===== src/rtl/irqc_pkg.sv =====
package irqc_pkg;
    localparam int LINES  = 8;
    localparam int IDX_W  = $clog2(LINES);
    localparam int VEC_W  = 8;
    localparam int BASE_W = VEC_W - IDX_W;
    localparam int ADDR_W = 3;

    typedef logic [LINES-1:0] line_vec_t;
    typedef logic [IDX_W-1:0] idx_t;

    typedef struct packed {
        logic valid;
        idx_t idx;
    } pick_t;

    typedef enum logic [ADDR_W-1:0] {
        REG_MMASK = 3'd0,
        REG_SMASK = 3'd1,
        REG_MBASE = 3'd2,
        REG_SBASE = 3'd3,
        REG_MEOI  = 3'd4,
        REG_SEOI  = 3'd5
    } reg_sel_e;

    // lowest set index has the highest priority
    function automatic pick_t pick_top(input line_vec_t v);
        pick_t p;
        p.valid = 1'b0;
        p.idx   = '0;
        for (int i = LINES - 1; i >= 0; i--) begin
            if (v[i]) begin
                p.valid = 1'b1;
                p.idx   = idx_t'(i);
            end
        end
        return p;
    endfunction

    function automatic line_vec_t idx_onehot(input idx_t i);
        return line_vec_t'(1) << i;
    endfunction

    function automatic logic [VEC_W-1:0] make_vector(input logic [BASE_W-1:0] base, input idx_t i);
        return {base, i};
    endfunction
endpackage


===== src/rtl/irqc_latch.sv =====
module irqc_latch
    import irqc_pkg::*;
(
    input  logic      clk,
    input  logic      rst,
    input  line_vec_t req,
    input  line_vec_t clr,
    output line_vec_t irr
);
    generate
        for (genvar g = 0; g < LINES; g++) begin : g_line
            logic held_q;
            always_ff @(posedge clk) begin
                if (rst)
                    held_q <= 1'b0;
                else if (clr[g])
                    held_q <= 1'b0;
                else if (req[g])
                    held_q <= 1'b1;
            end
            assign irr[g] = held_q;
        end
    endgenerate
endmodule


===== src/rtl/irqc_resolve.sv =====
module irqc_resolve
    import irqc_pkg::*;
(
    input  line_vec_t irr,
    input  line_vec_t mask,
    input  line_vec_t isr,
    output pick_t     win,
    output pick_t     isr_top,
    output logic      intr
);
    line_vec_t pend;

    always_comb begin
        pend    = irr & ~mask;
        win     = pick_top(pend);
        isr_top = pick_top(isr);
        intr    = win.valid && (!isr_top.valid || (win.idx < isr_top.idx));
    end
endmodule


===== src/rtl/irqc_unit.sv =====
module irqc_unit
    import irqc_pkg::*;
(
    input  logic              clk,
    input  logic              rst,
    input  line_vec_t         req,
    input  line_vec_t         mask,
    input  logic [BASE_W-1:0] base,
    input  logic              eoi,
    input  logic              inta,
    input  logic              sel,
    input  logic              defer,
    output logic              intr,
    output idx_t              ack_idx,
    output logic              ack_real,
    output logic [VEC_W-1:0]  vec,
    output logic              vec_oe,
    output line_vec_t         isr
);
    localparam idx_t SPUR_IDX = idx_t'(LINES - 1);

    line_vec_t irr;
    line_vec_t irr_clr;
    line_vec_t isr_n;
    pick_t     win;
    pick_t     isr_top;
    pick_t     frz_q;
    logic      phase_q;
    logic      ack_go;
    logic      first;
    logic      second;

    irqc_latch u_latch (
        .clk (clk),
        .rst (rst),
        .req (req),
        .clr (irr_clr),
        .irr (irr)
    );

    irqc_resolve u_res (
        .irr     (irr),
        .mask    (mask),
        .isr     (isr),
        .win     (win),
        .isr_top (isr_top),
        .intr    (intr)
    );

    always_comb begin
        ack_go  = inta & sel;
        first   = ack_go & ~phase_q;
        second  = ack_go & phase_q;
        irr_clr = (first && win.valid) ? idx_onehot(win.idx) : '0;

        isr_n = isr;
        if (eoi && isr_top.valid)
            isr_n[isr_top.idx] = 1'b0;
        if (first && win.valid)
            isr_n[win.idx] = 1'b1;

        ack_real = phase_q ? frz_q.valid : win.valid;
        ack_idx  = phase_q ? frz_q.idx : (win.valid ? win.idx : SPUR_IDX);

        vec_oe = second & ~defer;
        vec    = vec_oe ? make_vector(base, frz_q.idx) : '0;
    end

    always_ff @(posedge clk) begin
        if (rst) begin
            isr     <= '0;
            phase_q <= 1'b0;
            frz_q   <= '0;
        end else begin
            isr <= isr_n;
            if (first) begin
                phase_q     <= 1'b1;
                frz_q.valid <= win.valid;
                frz_q.idx   <= win.valid ? win.idx : SPUR_IDX;
            end else if (second) begin
                phase_q <= 1'b0;
            end
        end
    end
endmodule


===== src/rtl/irqc_cascade.sv =====
module irqc_cascade
    import irqc_pkg::*;
#(
    parameter int CASC_LINE    = 2,
    parameter int REDIRECT_IDX = 1
) (
    input  logic               clk,
    input  logic               rst,
    input  logic [2*LINES-1:0] irq_in,
    output logic               int_out,
    input  logic               inta,
    input  logic               wr_en,
    input  logic [ADDR_W-1:0]  wr_addr,
    input  logic [VEC_W-1:0]   wr_data,
    output logic [VEC_W-1:0]   vec_out,
    output logic               vec_oe
);
    localparam idx_t CASC_IDX = idx_t'(CASC_LINE);

    line_vec_t         m_mask, s_mask;
    logic [BASE_W-1:0] m_base, s_base;
    line_vec_t         m_req, s_req;
    line_vec_t         m_isr, s_isr;
    logic              m_eoi, s_eoi;
    logic              m_intr, s_intr;
    idx_t              m_ack_idx, s_ack_idx;
    logic              m_ack_real, s_ack_real;
    logic [VEC_W-1:0]  m_vec, s_vec;
    logic              m_vec_oe, s_vec_oe;
    logic              m_link, casc_sel;

    always_ff @(posedge clk) begin
        if (rst) begin
            m_mask <= '0;
            s_mask <= '0;
            m_base <= '0;
            s_base <= '0;
        end else if (wr_en) begin
            case (reg_sel_e'(wr_addr))
                REG_MMASK: m_mask <= wr_data;
                REG_SMASK: s_mask <= wr_data;
                REG_MBASE: m_base <= wr_data[VEC_W-1:IDX_W];
                REG_SBASE: s_base <= wr_data[VEC_W-1:IDX_W];
                default: ;
            endcase
        end
    end

    always_comb begin
        m_eoi = wr_en && (reg_sel_e'(wr_addr) == REG_MEOI);
        s_eoi = wr_en && (reg_sel_e'(wr_addr) == REG_SEOI);

        m_req            = irq_in[LINES-1:0];
        m_req[CASC_LINE] = s_intr;

        s_req               = irq_in[2*LINES-1:LINES];
        s_req[REDIRECT_IDX] = s_req[REDIRECT_IDX] | irq_in[CASC_LINE];

        m_link   = m_ack_real && (m_ack_idx == CASC_IDX);
        casc_sel = inta && m_link;
    end

    irqc_unit u_master (
        .clk      (clk),
        .rst      (rst),
        .req      (m_req),
        .mask     (m_mask),
        .base     (m_base),
        .eoi      (m_eoi),
        .inta     (inta),
        .sel      (1'b1),
        .defer    (m_link),
        .intr     (m_intr),
        .ack_idx  (m_ack_idx),
        .ack_real (m_ack_real),
        .vec      (m_vec),
        .vec_oe   (m_vec_oe),
        .isr      (m_isr)
    );

    irqc_unit u_slave (
        .clk      (clk),
        .rst      (rst),
        .req      (s_req),
        .mask     (s_mask),
        .base     (s_base),
        .eoi      (s_eoi),
        .inta     (inta),
        .sel      (casc_sel),
        .defer    (1'b0),
        .intr     (s_intr),
        .ack_idx  (s_ack_idx),
        .ack_real (s_ack_real),
        .vec      (s_vec),
        .vec_oe   (s_vec_oe),
        .isr      (s_isr)
    );

    assign int_out = m_intr;
    assign vec_out = m_vec | s_vec;
    assign vec_oe  = m_vec_oe | s_vec_oe;
endmodule


===== config.mk =====
export PLATFORM = sky130hd
export DESIGN_NAME = irqc_cascade
export DESIGN_NICKNAME = d
export VERILOG_FILES = /design/src/rtl/irqc_pkg.sv /design/src/rtl/irqc_latch.sv /design/src/rtl/irqc_resolve.sv /design/src/rtl/irqc_unit.sv /design/src/rtl/irqc_cascade.sv
export SDC_FILE = /design/constraint.sdc
export NUM_CORES = 1
export LEC_CHECK = 0
export BUFFER_PORTS_ARGS = -buffer_cell sky130_fd_sc_hd__buf_2
export CORE_ASPECT_RATIO = 0.6
export CORE_MARGIN = 4
export CORE_UTILIZATION = 62
export CTS_CLUSTER_DIAMETER = 150
export DETAILED_ROUTE_END_ITERATION = 8
export GPL_TIMING_DRIVEN = 0
export PLACE_DENSITY = 0.85
export SKIP_CTS_REPAIR_TIMING = 1
export SLEW_MARGIN = 20
export SYNTH_ARGS = -nofsm -noshare
export SYNTH_HDL_FRONTEND = slang
export SYNTH_SLANG_ARGS = --single-unit

===== constraint.sdc =====
create_clock -name clk -period 3.55 [get_ports clk]
set_clock_uncertainty 0.05 [all_clocks]
set_input_delay 0.1775 -clock clk [delete_from_list [all_inputs] [get_ports clk]]
set_output_delay 0.1775 -clock clk [all_outputs]
set_load 0.01 [all_outputs]

After elaboration in Yosys (flattened, before gate mapping)

Cells that the tools add are included.

Register bits: 67
Word-level logic and storage cells: 164
Output and inout bits: 10

Order comparisons: 10
Multiplexer cells: 56
Reductions and logical operators: 41
Shifts and indexed selects: 2
Equality and inequality tests: 6
Bitwise gates (word level): 22

Operators with widths:

| kind                                                               | number |
|---|---|
| 2-to-1 mux 4 bit                                                   | 32 |
| 2-to-1 mux 8 bit                                                   | 8 |
| AND 8 bit                                                          | 4 |
| inverter 8 bit                                                     | 4 |
| OR reduction 2 bit                                                 | 16 |
| bitwise OR 8 bit                                                   | 3 |
| less-than comparator 3 x 4 -> 1 bit (second input constant)        | 4 |
| left shift 1 x 3 -> 8 bit (first input constant)                   | 2 |
| logical AND 1 bit                                                  | 14 |
| demux 1 bit (select 3 bit)                                         | 4 |
| greater-or-equal comparator 3 x 1 -> 1 bit (second input constant) | 4 |
| equality test 3 x 2 -> 1 bit (second input constant)               | 3 |
| 2-to-1 mux 1 bit                                                   | 9 |
| 2-to-1 mux 3 bit                                                   | 3 |
| AND reduction 2 bit                                                | 4 |
| AND 1 bit                                                          | 6 |
| equality test 3 bit (second input constant)                        | 2 |
| less-than comparator 3 bit                                         | 2 |
| nonzero test 2 bit                                                 | 2 |
| equality test 3 x 1 -> 1 bit (second input constant)               | 1 |
| logical NOT 3 bit                                                  | 1 |
| inverter 1 bit                                                     | 3 |
| logical NOT 1 bit                                                  | 2 |
| logical OR 1 bit                                                   | 2 |
| bitwise OR 1 bit                                                   | 2 |

Depth between registers and ports, before layout

Gate-level depths: netlist of the first run.

Depth in word-level cells: 20
Gate-level depth with buffers: 8
Gate-level depth less buffers: 8

Modules after synthesis

A second synthesis of the first run with hierarchy kept.

Cells, all modules: 466
Area total of the unflattened synthesis: 3918.8 um^2

By module, submodules not included:

| module                | area an instance (um^2) | cells each | instances |
|---|---|---|---|
| irqc_cascade          | 1187.4                  | 114        | 1 |
| irqc_unit at u_master | 726.9                   | 96         | 1 |
| irqc_unit at u_slave  | 723.2                   | 96         | 1 |
| irqc_latch            | 341.6                   | 33         | 2 |
| irqc_resolve          | 299.0                   | 47         | 2 |

Worst setup path after synthesis of the first run

No wires, ideal clock.

Path kind: register to register
From: register u_slave.isr[0]
To: register u_master.u_latch.g_line[2].held_q
Cell stages (with the launch flop): 6
Setup time: 0.103 ns
Setup slack: 1.585 ns
Arrival: 1.811 ns
Clock period less this slack: 1.965 ns
Cell sequence: dfxtp_1 -> nor4_1 -> o41ai_1 -> ha_1 -> or4_4 -> a2111oi_2

Word-level cells in the longest chain between the ends: 4
Elaborated cells between the ends (all ways): 5
Classes of those cells: order compare (1); mux (1); reduce/logical (3)

Ends and longest elaborated chain:

| element                                                                | line               | RTL |
|---|---|---|
| from (decl)                                                            | irqc_unit.sv:18    | `output line_vec_t isr` |
| from (signal assigned)                                                 | irqc_unit.sv:75    | `isr <= isr_n;` |
| 2-to-1 mux 4 bit *                                                     | irqc_pkg.sv:31     | `if (v[i]) begin` |
| less-than comparator 3 bit / logical NOT 1 bit (equally long branches) | irqc_resolve.sv:17 | `intr = win.valid && (!isr_top.valid \|\| (win.idx < isr_top.idx));` |
| logical OR 1 bit *                                                     | irqc_resolve.sv:17 |  |
| logical AND 1 bit *                                                    | irqc_resolve.sv:17 |  |
| to (signal assigned)                                                   | irqc_latch.sv:15   | `held_q <= 1'b0;` |
| to (signal assigned)                                                   | irqc_latch.sv:17   | `held_q <= 1'b0;` |
| to (signal assigned)                                                   | irqc_latch.sv:19   | `held_q <= 1'b1;` |
| to (decl)                                                              | irqc_latch.sv:12   | `logic held_q;` |

Every way passes the cells marked *; elsewhere a longest branch is shown, timed or not.
A chain may end at the register's enable or synchronous reset.

Final worst setup path of the first run

From: register u_master.u_latch.g_line[2].held_q
To: output port vec_out[0]

Word-level cells in the longest chain between the ends: 13
Elaborated cells between the ends (all ways): 17
Classes of those cells: eq/ne (1); mux (8); bitwise (6); reduce/logical (2)

Ends and longest elaborated chain:

| element                         | line                | RTL |
|---|---|---|
| AND 8 bit *                     | irqc_resolve.sv:14  | `pend = irr & ~mask;` |
| 2-to-1 mux 4 bit * (3 in a row) | irqc_pkg.sv:31      |  |
| 2-to-1 mux 3 bit (2 in a row)   | irqc_unit.sv:63     | `ack_idx = phase_q ? frz_q.idx : (win.valid ? win.idx : SPUR_IDX);` |
| equality test 3 x 2 -> 1 bit    | irqc_cascade.sv:59  | `m_link = m_ack_real && (m_ack_idx == CASC_IDX);` |
| logical AND 1 bit *             | irqc_cascade.sv:59  |  |
| logical AND 1 bit               | irqc_cascade.sv:60  | `casc_sel = inta && m_link;` |
| AND 1 bit                       | irqc_unit.sv:51     | `ack_go = inta & sel;` |
| AND 1 bit                       | irqc_unit.sv:53     | `second = ack_go & phase_q;` |
| 2-to-1 mux 8 bit                | irqc_unit.sv:66     | `vec = vec_oe ? make_vector(base, frz_q.idx) : '0;` |
| bitwise OR 8 bit *              | irqc_cascade.sv:100 | `assign vec_out = m_vec \| s_vec;` |
| to (decl)                       | irqc_cascade.sv:15  | `output logic [VEC_W-1:0] vec_out,` |

Marked as above.

==> results of run 1 <==
cells in the mapped netlist, types with 2 or more instances:
library cell / number / area, um^2
dfxtp_1: 67 / 1341
nand2_1: 54 / 202.7
nor2_1: 41 / 153.9
a21oi_1: 38 / 190.2
nand2b_1: 16 / 100.1
o21ai_0: 15 / 75.07
nor2b_1: 12 / 75.07
nor3_1: 11 / 55.05
clkbuf_1: 10 / 37.54
mux2i_1: 10 / 100.1
o211a_1: 9 / 90.09
a22o_1: 8 / 70.07
a211oi_1: 6 / 45.04
inv_1: 5 / 18.77
or3_1: 5 / 31.28
a22oi_1: 4 / 30.03
and2_1: 4 / 25.02
ha_1: 4 / 50.05
nand3_1: 4 / 20.02
nor3b_1: 4 / 30.03
nand4_1: 3 / 18.77
or4_1: 3 / 22.52
a211o_1: 2 / 17.52
a32o_1: 2 / 20.02
buf_1: 2 / 7.510
nand4b_1: 2 / 17.52
nor4_1: 2 / 12.51
o22ai_1: 2 / 12.51
o31ai_1: 2 / 15.01
metrics by stage:
step / hold slack, ps / instances / cell area [um^2] / worst slack (ps)
floorplan: 207.3 / 373 / 3143 / 1585
global placement: 353.0 / 475 / 3417 / 1341
detailed placement: 356.9 / 475 / 3417 / 1293
CTS: -8.990 / 491 / 3627 / 908.3
global route: 0.3649 / 494 / 3657 / 680.1
finish: 2.025 / 494 / 3657 / 872.6
flip-flops by register name, indices dropped and copies added (netlist names):
name / count
m_mask: 8
s_base: 5
u_slave.frz_q: 3
u_slave.phase_q: 1
s_mask: 8
u_master.isr: 8
u_master.frz_q: 4
u_slave.isr: 8
u_slave.u_latch.g_line.held_q: 8
u_master.phase_q: 1
u_master.u_latch.g_line.held_q: 8
m_base: 5
power by group through the flow:
stage / registers, mW / logic [mW] / clock network [mW]
detailed placement: 0.826 / 0.236 / 0
global placement: 0.825 / 0.230 / 0
floorplan: 0.819 / 0.169 / 0
global route: 0.815 / 0.274 / 0.709
finish: 0.810 / 0.247 / 0.662
CTS: 0.809 / 0.239 / 0.666
path summary, 6_finish.rpt:
path / endpoint / slack, ps / depth (start not counted)
worst max-delay path: vec_out[0] / 870 / 7
worst min-delay path: u_master.u_latch.g_line[3].held_q / 2 / 2
worst max register to register: u_master.u_latch.g_line[2].held_q / 1360 / 7
worst min register to register: s_mask[1] / 400 / 2
per-layer routing:
layer / part of all wire / GRT usage
met2: 0.40 / 0.3630
met3: 0.11 / 0.09261
met1: 0.47 / 0.3869
met5: 0 / 0
met4: 0.020 / 0.08859
worst reg2reg max path, stage by stage (launching register included):
cell	delay, ps
dfxtp_1	330
nor2b_1	310
nor2_1	160
nand3_1	170
a21oi_1	80
ha_1	200
or4_4	510
a2111oi_2	280
kinds of logic (layout without fill, tap and decap cells):
| kind of cell | Yosys count | count (layout) | share of synthesized area |
|---|---|---|---|
| buffers and inverters | 17 | 75 | 0.02031 |
| AOI/OAI and AO/OA | 101 | 101 | 0.2170 |
| DFF | 67 | 67 | 0.4268 |
| adders and majority gates | 4 | 4 | 0.01592 |
| and+or+nand+nor | 174 | 174 | 0.2882 |
| muxes | 10 | 10 | 0.03185 |
layout make-up:
cell class,count,share of cell area
Timing Repair Buffer,42,0.06158
Inverter,5,0.005132
Clock buffer,10,0.03763
Buffer,12,0.01232
Sequential cell,67,0.3667
Multi-Input combinational cell,289,0.4752
Clock inverter,6,0.01984
Tap cell,63,0.02155
==> impl_metrics.ini, run 1 <==
[grt]
grt_max_degree = 14
grt_pass1_vias = 2730
grt_overflow = 0
grt_usage = 0.2666
grt_pass1_wl_mm = 13.20
antenna_found_initial = 0

[critical_path]
worstPathMaxFanout = 9
path_buf_inv = 2
path_class = flop to output port
worstReg2RegStart = u_slave.u_latch.g_line[3].held_q
startpoint_type = flop
worst_ep_arrival_time_ps = 2450
crit_chain = nand2b_1 > nor4_4 > nor2_1 > nor2b_1 > clkbuf_1 > a22o_1 > buf_2
slowest_stage = nor4_4
crit_family = simple AND/OR/NAND/NOR gates
crit_path_end_kind = output port
startpoint = u_master.u_latch.g_line[2].held_q
slowest_delay_ps = 470
crit_required_ps = 3320

[yosys]
avgSynthCellArea_um2 = 8.426
synth-edff-count = 0
synth.distinct_cells = 55
yosys_register_bits = 67
syn-num-nets = 408
synth_cells = 373
async_flop_share = 0
ys.flop_type = dfxtp_1
yosys_warnings = 0
ys_seq_area_frac = 0.4268
synth_area_um2 = 3143

[worst_hold_path]
min_path_type = input pin to flop
hp-start = irq_in[3]

[cts]
cts_tree = built
cts_buffer_depth = 2
path_clk_slew_ps = 70
clock_sinks = 67
cts_root_buffer = clkbuf_8
clk_latency_ps = 350
cts_buffers = 9
h-tree-depth = 3

[floorplan]
num_rows = 19
die_y_um = 63.15
core_area_um2 = 4731
start_util = 0.6644
die_w_um = 99.92
dieArea_um2 = 6310
io_pins = 41

[sta]
setup_viol = 0
hold_viol = 0
setup_tns_ps = 0
slew_viol_final = 0
slew_headroom = 0.4653
rsz0062_at_grt = false
tightest_slew_ps = 796.0
layout_min_cycle_time_ps = 2677
fmax_mhz = 373.5
final.period_utilization = 0.7542

[place]
dp_hpwl_mm = 6.064
portBuffers = 39
gp_congestion = 0.9240

[job]
drv_cap = 0

[finish]
syn2layout_area_growth_pct = 16.36
post-route-util = 0.7731
nets = 461
fillers = 363
antenna_cells = 0
final_common_cell = dfxtp_1
layout_common_cells = 67 x dfxtp_1, 54 x nand2_1, 41 x nor2_1, 39 x buf_2, 38 x a21oi_1
drive_above_1_share = 0.1531
register_area_um2 = 1341
multi_input_area_um2 = 1738

[power]
peakVddDrop_v = 0.0003029
swShare = 0.2817
leakagePower_nw = 1.465
p_comb_frac = 0.144
p_total_mw = 1.719
p_clk_frac = 0.385
cellInternalPower_mw = 1.235
p_switching_mw = 0.4841
seqPwrFrac = 0.472
cellPowerDensity_nw_per_um2 = 469.9

[outcome]
status = finished, final reports clean

[drt]
ant_nets = 0
vias = 2957
drt-total-wl_mm = 8.151
drtPass1Iterations = 5
first_iter_violations = 273
wl_per_cell_um = 16.50
avgViaCountPerCell = 5.986
drc = 0
Note: power is estimated with default switching activity, not from simulation.
==> run 2: changes to the inputs <==
--- a/config.mk
+++ b/config.mk
@@ -8,11 +8,11 @@
 export BUFFER_PORTS_ARGS = -buffer_cell sky130_fd_sc_hd__buf_2
 export CORE_ASPECT_RATIO = 0.6
 export CORE_MARGIN = 4
-export CORE_UTILIZATION = 62
+export CORE_UTILIZATION = 57
 export CTS_CLUSTER_DIAMETER = 150
 export DETAILED_ROUTE_END_ITERATION = 8
 export GPL_TIMING_DRIVEN = 0
-export PLACE_DENSITY = 0.85
+export PLACE_DENSITY = 0.79
 export SKIP_CTS_REPAIR_TIMING = 1
 export SLEW_MARGIN = 20
 export SYNTH_ARGS = -nofsm -noshare
==> constraint.sdc (replaced) <==
create_clock -name clk -period 2.8 [get_ports clk]
set_clock_uncertainty 0.05 [all_clocks]
set_input_delay 0.14 -clock clk [delete_from_list [all_inputs] [get_ports clk]]
set_output_delay 0.14 -clock clk [all_outputs]
set_load 0.01 [all_outputs]
==> run 2 against run 1 <==
Register-to-register slack worse by 900 ps; first-iteration DRC count up 28%; setup slack worse by 560 ps; global-route usage down 1.6 points; total power up 31%; design area up 3.6%; flip-flop and latch count unchanged; sequential share of layout area down 1.3 points; non-clock buffer count up 11; hold slack better by 3.2 ps; critical path type unchanged; critical endpoint is now vec_out[6].
==> impl_metrics.ini, run 2 (same netlist as run 1, synthesis figures left out) <==
[worst_hold_path]
hp-start = irq_in[8]
min_delay_path_depth = 3
holdPathEnd = u_slave.u_latch.g_line[0].held_q
min_path_type = input pin to flop

[critical_path]
worstPathMaxFanout = 9
crit_path_end_kind = output port
rrSetupSlack_ps = 460
reg2reg_depth = 6
worstReg2RegStart = u_master.u_latch.g_line[2].held_q
path_class = flop to output port
startpoint_type = flop
reg2reg_to = u_slave.u_latch.g_line[1].held_q
worst_ep_arrival_time_ps = 2300
crit_required_ps = 2610

[drt]
vias = 3057
first_iter_violations = 350
drt-total-wl_mm = 8.399
avgViaCountPerCell = 6.018
drtPass1Iterations = 5
wl_per_cell_um = 16.53
ant_nets = 0
drc = 0

[finish]
syn2layout_area_growth_pct = 20.50
nets = 472
final_common_cell = dfxtp_1
antenna_cells = 0
drive_above_1_share = 0.1516
fillers = 401
layout_common_cells = 67 x dfxtp_1, 54 x nand2_1, 41 x nor2_1, 39 x buf_2, 38 x a21oi_1
design_area_um2 = 3787

[sta]
slew_headroom = 0.4497
fmax_mhz = 402.3
layout_min_cycle_time_ps = 2486
tightest_slew_ps = 819.1
hold_viol = 0
slew_viol_final = 0
setup_tns_ps = 0
rsz0062_at_grt = false
setup_viol = 0
whs_ps = 5.198
final.period_utilization = 0.8878

[cts]
cts_buffers = 9
h-tree-depth = 3
clock_sinks = 67
cts_tree = built
clk_latency_ps = 350
cts_root_buffer = clkbuf_8
path_clk_slew_ps = 80
cts_buffer_depth = 2

[floorplan]
io_pins = 41
core_area_um2 = 5205
dieArea_um2 = 6805
die_y_um = 65.52
die_w_um = 103.9
num_rows = 20
start_util = 0.6038

[grt]
grt_max_degree = 14
grt_usage = 0.2511
grt_pass1_wl_mm = 13.26
grt_overflow = 0
grt_pass1_vias = 2720
antenna_found_initial = 0

[power]
cellPowerDensity_nw_per_um2 = 596.2
p_total_mw = 2.258
leakagePower_nw = 1.518
peakVddDrop_v = 0.0004164

[outcome]
status = finished, final reports clean

[place]
gp_congestion = 0.9264
portBuffers = 39
place_area_um2 = 3421
dp_hpwl_mm = 6.178

[job]
drv_cap = 0
## run 2: changes by cell type in the layout (fill, tap and decap cells not counted), sizes merged
cell and delta:
clkinvlp +1, dlygate4sd3 +11, clkbuf -1, inv -1, bufinv +1
## run 2: worst max-delay path by stage
stage	startpoint	to	slack, ps	cells past startpoint
floorplan	u_slave.isr[0]	u_master.u_latch.g_line[2].held_q	840	5
global placement	u_master.u_latch.g_line[2].held_q	vec_out[0]	600	7
detailed placement	u_master.u_latch.g_line[2].held_q	vec_out[0]	540	7
CTS	u_master.u_latch.g_line[2].held_q	vec_out[6]	140	7
global route	u_master.u_latch.g_line[2].held_q	vec_out[6]	200	7
finish	u_master.u_latch.g_line[2].held_q	vec_out[6]	310	7
## run 2: layout make-up
| cell class | count | area, um^2 | share of cell area |
|---|---|---|---|
| multi-input cells | 289 | 1738 | 0.4589 |
| flip-flops and latches | 67 | 1341 | 0.3541 |
| repair buffers | 53 | 335.3 | 0.08854 |
| clock buffers | 9 | 123.9 | 0.03271 |
| clock inverters | 7 | 101.3 | 0.02676 |
| well taps | 66 | 82.58 | 0.02180 |
| plain buffers | 12 | 46.29 | 0.01222 |
| inverters | 5 | 18.77 | 0.004955 |
## run 2: metrics by stage
| step | instances | util | worst slack, ps |
|---|---|---|---|
| after floorplan | 373 | - | 835.4 |
| after global placement | 478 | 0.6572 | 599.8 |
| after detailed placement | 478 | 0.6572 | 536.8 |
| after CTS | 494 | 0.7005 | 140.9 |
| after global routing | 508 | 0.7276 | 196.5 |
| final | 508 | 0.7276 | 314.1 |
## run 2: per-layer routing
metal / part of all wire / vias to the layer above / routed length [um] / track usage
li1: - / 1471 / - / -
met2: 0.41 / 138 / 3427 / 0.3689
met5: 0 / - / 0 / 0
met3: 0.086 / 17 / 725 / 0.06869
met4: 0.018 / 0 / 150 / 0.08458
met1: 0.49 / 1431 / 4095 / 0.3551
## run 2: where the power goes
part           switching, mW  leakage [nW]  internal [mW]
combinational          0.190         0.864          0.138
clock                  0.398         0.106          0.507
sequential            0.0315         0.548          0.994
## run 2: worst max-delay path: stages, from the launching register on
cell and delay, ps:
dfxtp_1 420, nand2b_1 150, nor4_4 500, nor2_1 140, nor2b_1 130, clkbuf_2 260, a22o_1 210, buf_2 140
==> run 3: changes to the inputs <==
--- a/config.mk
+++ b/config.mk
@@ -18,3 +18,4 @@
 export SYNTH_ARGS = -nofsm -noshare
 export SYNTH_HDL_FRONTEND = slang
 export SYNTH_SLANG_ARGS = --single-unit
+export TNS_END_PERCENT = 20
==> constraint.sdc (replaced) <==
create_clock -name clk -period 2.8 [get_ports clk]
set_clock_uncertainty 0.05 [all_clocks]
set_input_delay 0.28 -clock clk [delete_from_list [all_inputs] [get_ports clk]]
set_output_delay 0.28 -clock clk [all_outputs]
set_load 0.01 [all_outputs]
==> run 3 against run 2 <==
Via count shrank 2.5%; critical path depth is the same; sequential share of layout area grew 1.4 points; die area is the same; first-iteration DRC count shrank 29%; critical endpoint unchanged.
==> impl_metrics.ini, run 3 (same netlist as run 1, synthesis figures left out) <==
[drt]
wl_per_cell_um = 16.53
first_iter_violations = 247
drc = 0
drt-total-wl_mm = 8.165
avgViaCountPerCell = 6.034
ant_nets = 0
drtPass1Iterations = 5
vias = 2981

[worst_hold_path]
hp-start = irq_in[7]
min_path_type = input pin to flop

[finish]
design_area_um2 = 3647
antenna_cells = 0
fillers = 423
layout_common_cells = 67 x dfxtp_1, 54 x nand2_1, 41 x nor2_1, 39 x buf_2, 38 x a21oi_1
stdcell_count = 494
nets = 458
post-route-util = 0.7007
drive_above_1_share = 0.1565
syn2layout_area_growth_pct = 16.04
final_common_cell = dfxtp_1

[critical_path]
path_class = flop to output port
crit_required_ps = 2470
worstReg2RegStart = u_master.u_latch.g_line[2].held_q
startpoint = u_master.u_latch.g_line[2].held_q
crit_chain = nand2b_1 > nor4_4 > nor2_1 > nor2b_1 > clkbuf_2 > a22o_1 > buf_2
worstPathMaxFanout = 9
crit_path_end_kind = output port
worst_ep_arrival_time_ps = 2310
slowest_delay_ps = 500
startpoint_type = flop
slowest_stage = nor4_4

[sta]
whs_ps = 102.5
fmax_mhz = 378.6
setup_slack_ps = 159.0
rsz0062_at_grt = false
slew_headroom = 0.4639
hold_viol = 0
layout_min_cycle_time_ps = 2641
final.period_utilization = 0.9432
tightest_slew_ps = 798.0
setup_viol = 0
slew_viol_final = 0
setup_tns_ps = 0

[cts]
cts_buffer_depth = 2
clock_sinks = 67
path_clk_slew_ps = 80
h-tree-depth = 3
clk_latency_ps = 350
cts_buffers = 9
cts_root_buffer = clkbuf_8
cts_tree = built

[floorplan]
start_util = 0.6038
io_pins = 41
die_w_um = 103.9
die_y_um = 65.52
dieArea_um2 = 6805
num_rows = 20
core_area_um2 = 5205

[place]
portBuffers = 39
place_area_um2 = 3421
gp_congestion = 0.9264
dp.cells = 478
dp_hpwl_mm = 6.178
post-place-ws_ps = 396.8

[power]
leakagePower_nw = 1.459
cellPowerDensity_nw_per_um2 = 614.6
peakVddDrop_v = 0.0004111
p_total_mw = 2.241

[grt]
antenna_found_initial = 0
grt_overflow = 0
grt_pass1_vias = 2720
grt_pass1_wl_mm = 13.26
grt_max_degree = 14
grt_usage = 0.2511

[outcome]
status = finished, final reports clean

[job]
drv_cap = 0
run 3: cell types whose count changed in the layout (fill, tap and decap cells not counted):
cell           before  now
dlygate4sd3_1      14    0
run 3: area by class of cell:
type | instances | area (um^2) | share of cell area
Multi-Input combinational cell | 289 | 1738 | 0.4765
Sequential cell | 67 | 1341 | 0.3678
Timing Repair Buffer | 39 | 195.2 | 0.05352
Clock buffer | 9 | 123.9 | 0.03396
Clock inverter | 7 | 101.3 | 0.02779
Tap cell | 66 | 82.58 | 0.02264
Buffer | 12 | 46.29 | 0.01269
Inverter | 5 | 18.77 | 0.005146
run 3: worst max-delay path, delay by kind of cell (launching register included):
family          cells  cell delay (ps)
simple gates        4              920
flops               1              430
buf+inv             2              410
compound gates      1              210
run 3: where the power goes:
group,switching (mW),internal [mW]
combinational,0.188,0.124
clock,0.397,0.507
sequential,0.0317,0.994
run 3: layer usage:
metal,track usage,routed length (um)
met3,0.06869,700
met4,0.08458,107
met5,0,0
met1,0.3551,4064
met2,0.3689,3293
run 3: path summary, 6_finish.rpt:
path / to / slack [ps] / cells after the start
worst max-delay path: vec_out[6] / 160 / 7
worst min-delay path: u_master.u_latch.g_line[7].held_q / 100 / 2
worst min register to register: m_mask[7] / 400 / 2
worst max register to register: u_slave.u_latch.g_line[2].held_q / 600 / 5
